$ cat config.mk
export PLATFORM = sky130hd
export DESIGN_NAME = i2c_busy_monitor
export DESIGN_NICKNAME = d
export VERILOG_FILES = /design/src/rtl/i2cbm_pkg.sv /design/src/rtl/i2cbm_sync.sv /design/src/rtl/i2cbm_track.sv /design/src/rtl/i2cbm_qual.sv /design/src/rtl/i2c_busy_monitor.sv
export SDC_FILE = /design/constraint.sdc
export NUM_CORES = 1
export LEC_CHECK = 0
export ABC_AREA = 1
export BUFFER_PORTS_ARGS = -buffer_cell sky130_fd_sc_hd__buf_2
export CELL_PAD_IN_SITES_DETAIL_PLACEMENT = 0
export CELL_PAD_IN_SITES_GLOBAL_PLACEMENT = 2
export CORE_ASPECT_RATIO = 0.5
export CORE_MARGIN = 2
export CORE_UTILIZATION = 30
export CTS_CLUSTER_DIAMETER = 80
export CTS_CLUSTER_SIZE = 14
export DETAILED_ROUTE_END_ITERATION = 10
export PLACE_DENSITY_LB_ADDON = 0.05
export SYNTH_ARGS = -nofsm -noshare
export SYNTH_HDL_FRONTEND = slang
export SYNTH_SLANG_ARGS = --single-unit
$ cat constraint.sdc
create_clock -name clk -period 1.65 [get_ports clk]
set_input_delay 0.165 -clock clk [delete_from_list [all_inputs] [get_ports clk]]
set_output_delay 0.165 -clock clk [all_outputs]
set_load 0.05 [all_outputs]
$ cat src/rtl/i2cbm_pkg.sv
package i2cbm_pkg;
    typedef struct packed {
        logic sda;
        logic scl;
    } line_t;
endpackage

$ cat src/rtl/i2cbm_sync.sv
module i2cbm_sync
    import i2cbm_pkg::*;
#(
    parameter int STAGES = 2
) (
    input  logic  clk,
    input  logic  rst,
    input  line_t raw_i,
    output line_t sync_o,
    output logic  prev_sda_o
);
    typedef struct packed {
        line_t [STAGES-1:0] chain;
        logic               prev_sda;
    } sync_t;

    sync_t st_d, st_q;

    always_comb begin
        st_d = st_q;
        st_d.chain[0] = raw_i;
        for (int i = 1; i < STAGES; i++) begin
            st_d.chain[i] = st_q.chain[i-1];
        end
        st_d.prev_sda = st_q.chain[STAGES-1].sda;
        if (rst) begin
            for (int i = 0; i < STAGES; i++) begin
                st_d.chain[i] = raw_i;
            end
            st_d.prev_sda = raw_i.sda;
        end
    end

    always_ff @(posedge clk) begin
        st_q <= st_d;
    end

    assign sync_o     = st_q.chain[STAGES-1];
    assign prev_sda_o = st_q.prev_sda;
endmodule

$ cat src/rtl/i2cbm_track.sv
module i2cbm_track
    import i2cbm_pkg::*;
(
    input  logic  clk,
    input  logic  rst,
    input  logic  en_req_i,
    input  line_t raw_i,
    input  line_t cur_i,
    input  logic  prev_sda_i,
    output logic  busy_o,
    output logic  free_o,
    output logic  trk_o,
    output logic  evt_o,
    output logic  hi_o
);
    typedef struct packed {
        logic en;
        logic busy;
        logic free;
    } trk_t;

    trk_t st_d, st_q;
    logic lvl, stop;

    always_comb begin
        lvl  = !cur_i.sda && cur_i.scl;
        stop = !prev_sda_i && cur_i.sda && cur_i.scl;
        st_d      = st_q;
        st_d.en   = en_req_i;
        st_d.free = st_q.en && stop;
        if (st_q.en) begin
            if (stop)     st_d.busy = 1'b0;
            else if (lvl) st_d.busy = 1'b1;
        end
        if (rst) begin
            st_d.en   = 1'b0;
            st_d.free = 1'b0;
            st_d.busy = !raw_i.sda && raw_i.scl;
        end
    end

    always_ff @(posedge clk) begin
        st_q <= st_d;
    end

    assign busy_o = st_q.busy;
    assign free_o = st_q.free;
    assign trk_o  = st_q.en;
    assign evt_o  = st_q.en && (lvl || stop);
    assign hi_o   = cur_i.sda && cur_i.scl;

    // START seen while tracking makes the bus busy next cycle
    p_start_sets_r2: assert property (@(posedge clk) disable iff (rst)
        (trk_o && prev_sda_i && !cur_i.sda && cur_i.scl) |=> busy_o);
    // the free pulse never overlaps busy
    p_free_not_busy_r4: assert property (@(posedge clk) disable iff (rst)
        free_o |-> !busy_o);
    // with tracking off, busy holds
    p_hold_when_off_r5: assert property (@(posedge clk) disable iff (rst)
        !trk_o |=> $stable(busy_o));
endmodule

$ cat src/rtl/i2cbm_qual.sv
module i2cbm_qual #(
    parameter int IDLE_CYC = 1_000_000,
    parameter int TMO_CYC  = 10_000_000
) (
    input  logic clk,
    input  logic rst,
    input  logic trk_i,
    input  logic evt_i,
    input  logic hi_i,
    output logic valid_o,
    output logic tmo_o
);
    localparam int IW = $clog2(IDLE_CYC + 1);
    localparam int TW = $clog2(TMO_CYC + 1);
    localparam logic [IW-1:0] IDLE_LAST = IW'(IDLE_CYC - 1);
    localparam logic [TW-1:0] TMO_LAST  = TW'(TMO_CYC - 1);

    typedef struct packed {
        logic          valid;
        logic          tmo;
        logic [IW-1:0] idle;
        logic [TW-1:0] tcnt;
    } qual_t;

    qual_t st_d, st_q;
    logic  run, idle_done, settle;

    always_comb begin
        run       = trk_i && !st_q.valid && !st_q.tmo;
        idle_done = hi_i && (st_q.idle == IDLE_LAST);
        settle    = evt_i || idle_done;
        st_d      = st_q;
        if (run) begin
            if (settle) st_d.valid = 1'b1;
            st_d.idle = hi_i ? st_q.idle + 1'b1 : '0;
            if (!settle && (st_q.tcnt == TMO_LAST)) st_d.tmo = 1'b1;
            st_d.tcnt = st_q.tcnt + 1'b1;
        end
        if (rst) st_d = '0;
    end

    always_ff @(posedge clk) begin
        st_q <= st_d;
    end

    assign valid_o = st_q.valid;
    assign tmo_o   = st_q.tmo;

    // validity is sticky until reset
    p_valid_sticky_r7: assert property (@(posedge clk) disable iff (rst)
        valid_o |=> valid_o);
    // a low sample during qualification clears the idle count
    p_idle_restart_r9: assert property (@(posedge clk) disable iff (rst)
        (run && !hi_i) |=> (st_q.idle == '0));
    // timeout is sticky and excludes validity
    p_tmo_sticky_r10: assert property (@(posedge clk) disable iff (rst)
        tmo_o |=> (tmo_o && !valid_o));
    p_tmo_excl_r10: assert property (@(posedge clk) disable iff (rst)
        !(tmo_o && valid_o));
endmodule

$ cat src/rtl/i2c_busy_monitor.sv
module i2c_busy_monitor
    import i2cbm_pkg::*;
#(
    parameter int SYNC_STAGES = 2,
    parameter int IDLE_CYC    = 1_000_000,
    parameter int TMO_CYC     = 10_000_000
) (
    input  logic clk,
    input  logic rst,
    input  logic sda_in,
    input  logic scl_in,
    input  logic ctl_en,
    input  logic start_req,
    output logic busy,
    output logic bus_free,
    output logic busy_valid,
    output logic qual_timeout,
    output logic start_go,
    output logic start_blocked
);
    line_t raw, cur;
    logic  prev_sda, trk, evt, hi;

    assign raw.sda = sda_in;
    assign raw.scl = scl_in;

    i2cbm_sync #(.STAGES(SYNC_STAGES)) u_sync (
        .clk        (clk),
        .rst        (rst),
        .raw_i      (raw),
        .sync_o     (cur),
        .prev_sda_o (prev_sda)
    );

    i2cbm_track u_track (
        .clk        (clk),
        .rst        (rst),
        .en_req_i   (ctl_en),
        .raw_i      (raw),
        .cur_i      (cur),
        .prev_sda_i (prev_sda),
        .busy_o     (busy),
        .free_o     (bus_free),
        .trk_o      (trk),
        .evt_o      (evt),
        .hi_o       (hi)
    );

    i2cbm_qual #(.IDLE_CYC(IDLE_CYC), .TMO_CYC(TMO_CYC)) u_qual (
        .clk     (clk),
        .rst     (rst),
        .trk_i   (trk),
        .evt_i   (evt),
        .hi_i    (hi),
        .valid_o (busy_valid),
        .tmo_o   (qual_timeout)
    );

    assign start_go      = start_req && busy_valid;
    assign start_blocked = start_req && !busy_valid;

    // no start passes while busy is untrusted
    p_start_mask_r11: assert property (@(posedge clk) disable iff (rst)
        (start_req && !busy_valid) |-> (!start_go && start_blocked));
endmodule

After elaboration in Yosys (flattened, before gate mapping):

Index checks and enable logic that the tools add are counted.
Widths: inputs -> output; s select.

* bits in registers: 54
* output and inout port bits: 6
* logic and storage cells: 48

* add/subtract/negate cells: 2
* equality and inequality tests: 2
* muxes and demuxes: 6
* reduce and logical (&&, ||, !) cells: 26

Operators by type and width (count)
* $add 24x1->24 const B: 1
* $eq 24x24->1 const B: 1
* $add 20x1->20 const B: 1
* $eq 20x20->1 const B: 1
* $mux 20: 1
* $logic_and 1x1->1: 13
* $logic_not 1->1: 6
* $reduce_and 2->1: 3
* $mux 5: 1
* $mux 1: 3
* $reduce_bool 3->1: 1
* $logic_or 1x1->1: 2
* $mux 2: 1
* $reduce_bool 2->1: 1

Longest topological paths before layout:

* word-level depth: 9
* gate-level depth with buffers: 10
* mapped depth without buffers: 9

By module:

From an unflattened synthesis, not the netlist that was laid out.

* cells, all modules: 391
* area total of the unflattened synthesis: 2648.8 sq um

Modules (own cells, without submodules)
* i2cbm_qual: instances 1, cells each 349, area an instance 2319.7 sq um, seq. area each 920.9 sq um
* i2cbm_track: instances 1, cells each 22, area an instance 162.7 sq um, seq. area each 70.1 sq um
* i2cbm_sync: instances 1, cells each 16, area an instance 148.9 sq um, seq. area each 100.1 sq um
* i2c_busy_monitor: instances 1, cells each 4, area an instance 17.5 sq um, seq. area each 0.0 sq um

Worst setup path after synthesis:

No wires, ideal clock.

* path type: reg-to-reg
* start: register u_qual.st_q, in the netlist u_qual.tmo_o
* end: register u_qual.st_q[31] in the netlist's numbering
* arrival: 1502 ps
* setup slack: 79 ps
* stages on the path, launching flop included: 9
* path buffers: 2
* period minus slack after synthesis: 1571 ps
* cell sequence: dfxtp_1 -> inv_1 -> nand3_4 -> inv_2 -> buf_6 -> a21oi_4 -> buf_6 -> nand2_1 -> a21oi_1

* longest elaborated chain between the ends: 2

Ends and longest elaborated chain
* start, declared: line i2cbm_qual.sv:25 `qual_t st_d, st_q;`
* start signal, assigned: line i2cbm_qual.sv:43 `st_q <= st_d;`
* $logic_not 1->1: line i2cbm_qual.sv:29 `run = trk_i && !st_q.valid && !st_q.tmo;`
* $logic_and 1x1->1: line i2cbm_qual.sv:29

Every way passes these cells.
A chain may end at the register's enable or synchronous reset.

Worst setup path after layout:

* start: register u_qual.st_q[0] in the netlist's numbering
* end: register u_qual.st_q[22] in the netlist's numbering

* longest elaborated chain between the ends: 1

Ends and longest elaborated chain
* $add 24x1->24: line i2cbm_qual.sv:37 `st_d.tcnt = st_q.tcnt + 1'b1;`

Every way passes these cells.

==> results.json <==
{
  "slowest_stage": "dfxtp_1",
  "dieArea_mm2": 0.00997,
  "synth-compound-area-share_pct": 8.48,
  "min_to": "u_track.trk_o",
  "layout.nets": 429,
  "cpPeakStageDelay_ns": 0.39,
  "syn-instance-count": 404,
  "synth_simple_gate_area_share_pct": 40.2,
  "total_power_uw": 2540,
  "cts_tree": "built",
  "setup_viol": 0,
  "clock_skew_ns": 0.00489,
  "synth_seq_cells": 54,
  "dr.pass1.iters": 4,
  "m1WireLength_um": 3260,
  "crit_chain": "ha_1 -> nand3_1 -> nor2_2 -> nand2_1 -> nor2_4 -> nand2_1 -> nor2_1 -> nor2_1",
  "routedWlPerCell_um": 11.8,
  "cellLeakagePower_uw": 0.00129,
  "drt_iter0_drc": 109,
  "antenna_cells": 0,
  "seq_area_mm2": 0.00109,
  "yosys.area_share.adder_pct": 0.912,
  "hold_class": "input pin to register",
  "synthesis.area_mm2": 0.00274,
  "grt_use_total_pct": 13.5,
  "yosys_warnings": 0,
  "min_period_over_period_pct": 93.2,
  "cp_top_family": "simple AND/OR/NAND/NOR gates",
  "grt_max_degree": 18,
  "avgViaCountPerCell": 4.53,
  "die_h_um": 71.6,
  "portBuffers": 11,
  "highest_layer": "met4",
  "start_kind": "register",
  "final_common_cell": "nand2_1",
  "min_path_cells": 3,
  "drc": 0,
  "synth_cell_types": 33,
  "grt_pass1_wl_um": 10800,
  "timing.rr.end": "u_qual.st_q[22]",
  "dp_slack_ns": 0.0634,
  "numCtsBuffers": 5,
  "antenna_found_initial": 0,
  "post-dp-hpwl_um": 4810,
  "fin_crit_ns": 1.54,
  "cts_max_level": 2,
  "n_fill_cell": 957,
  "multi_input_area_mm2": 0.00139,
  "worst-path-stages": 8,
  "path_buf_inv": 0,
  "cap_violations": 0,
  "synthXorXnorAreaFrac_pct": 0.958,
  "ant_nets": 0,
  "crit_required_ns": 1.84,
  "cts_sinks": 54,
  "rsz0062_at_grt": "yes",
  "power_density_mw_per_mm2": 820,
  "vdd_drop_max_mv": 0.409,
  "synth_top_family_by_area": "simple AND/OR/NAND/NOR gates",
  "hold_viol": 0,
  "initial_core_util_pct": 31.2,
  "route.met3.wl_um": 180,
  "slew_headroom_pct": 74.7,
  "status": "finished clean",
  "core_area_mm2": 0.00880,
  "grt_pass1_vias": 2309,
  "critical_path_class": "register to register",
  "synthMuxAreaShare_pct": 0,
  "hold-worst-slack_ns": 0.0748,
  "rrSetupSlack_ns": 0.11,
  "ys_top_cells_by_area": "dfxtp_1, nand2_1, nor2_1",
  "worstHoldStart": "ctl_en",
  "max_freq_ghz": 0.650,
  "slew_violations": 0,
  "regToRegStartpoint": "u_qual.st_q[0]",
  "syn_nets": 412,
  "die_w_um": 139,
  "overflow": 0,
  "worst_pin_slew_ns": 0.376,
  "crit_start": "u_qual.st_q[0]",
  "reg2reg_depth": 8,
  "vias": 2439,
  "clock_latency_ns": 0.29,
  "crit_path_end_kind": "register",
  "clock-root-buffer": "clkbuf_16",
  "yosysTopAreaCell": "dfxtp_1",
  "routed_wl_um": 6340,
  "drive_gt1_share_pct": 11.4,
  "gp_congestion": 0.771,
  "syn_avg_cell_area_um2": 6.79,
  "dr_wl_met2_um": 2860,
  "area_growth_pct": 12.8,
  "row_count": 24,
  "boundaryPins": 12,
  "critPathMaxFanout": 4,
  "arrival_ns": 1.73,
  "synth_seq_area_share_pct": 39.8,
  "cts.clk_slew.worst_paths_ns": 0.08,
  "final_cell_mix": "nand2_1, nor2_1, inv_1, dfxtp_1, a21oi_1",
  "fin_ws_ns": 0.112,
  "clockBufferDepth": 2,
  "yosysTopAreaCellShare_pct": 38.7
}
-- worst max-delay path by stage --
stage,slack [ns],end
2_1_floorplan,0.08,u_qual.st_q[31]
3_3_place_gp,0.05,u_qual.st_q[22]
3_5_place_dp,0.06,u_qual.st_q[22]
4_1_cts,0.05,u_qual.st_q[22]
5_1_grt,-0.06,u_qual.st_q[6]
6_report,0.11,u_qual.st_q[22]
-- worst register-to-register path, delay by kind of cell (launching register included) --
| kind | cells | cell delay, ns |
|---|---|---|
| simple gates | 7 | 0.83 |
| flops | 1 | 0.39 |
| fa+ha+maj | 1 | 0.22 |
-- per-layer routing --
metal | vias up | track usage, %
li1 | 1312 | -
met1 | 1095 | 17.9
met2 | 27 | 22.7
met3 | 5 | 3.61
met4 | 0 | 2.81
met5 | - | 0
-- area by class of cell --
type,count,share of cell area (%)
Multi-Input combinational cell,286,45.0
Sequential cell,54,35.2
Inverter,57,6.91
Tap cell,117,4.73
Clock buffer,5,4.04
Timing Repair Buffer,17,3.40
Clock inverter,3,0.687
-- through the flow --
step	setup TNS [ns]	instance area, µm²	std cells	utilization [%]
2_1_floorplan	0	2740	404	-
3_3_place_gp	0	2920	529	33.2
3_5_place_dp	0	2920	529	33.2
4_1_cts	0	3090	539	35.1
5_1_grt	-0.447	3100	539	35.2
6_report	0	3100	539	35.2
-- where the power goes --
part / total, µW / switching, µW / leakage [µW] / internal [µW]
clock network: 1080 / 513 / 0.0000698 / 564
registers: 1340 / 12.2 / 0.000439 / 1320
logic: 126 / 87.1 / 0.000779 / 39.4
-- flip-flops by register name, indices dropped and copies added (netlist names) --
signal,cells
u_qual.tmo_o,1
u_track.busy_o,1
u_sync.sync_o,2
u_track.trk_o,1
u_track.free_o,1
u_sync.st_q,2
u_qual.st_q,44
u_qual.valid_o,1
u_sync.prev_sda_o,1
-- synthesized netlist by cell type --
cell and number:
nand3_1 26, nand3b_1 3, a21oi_1 27, dfxtp_1 53, or2_2 2, xnor2_1 1
nand2_1 105, clkbuf_1 1, nand3_4 1, nor3_1 14, nand2_2 3, nand3_2 3
and3_1 2, nor2_4 4, nor2_2 5, inv_1 54, ha_1 2, nor3b_1 1
xor2_1 2, a21oi_4 1, buf_6 3, a31oi_1 1, nor4_1 1, o21ai_1 1
inv_2 3, edfxtp_1 1, nand4_1 6, nor2_1 58, buf_2 2, nor3_2 1
nor2_8 2, o21ai_0 14, buf_1 1
-- kinds of logic (layout without fill, tap and decap cells) --
family	after synthesis	count (layout)
simple gates	237	237
buf+inv	64	82
flops	54	54
compound gates	44	44
xor+xnor	3	3
fa+ha+maj	2	2
-- what timing repair did --
action,4_1_cts,5_1_grt
endpoints found under the setup margin,0,9
hold buffers,2,0
setup buffers,0,0
gates resized for setup,0,1
endpoints found under the hold margin,2,0
Power figures use the tool's default switching activity.
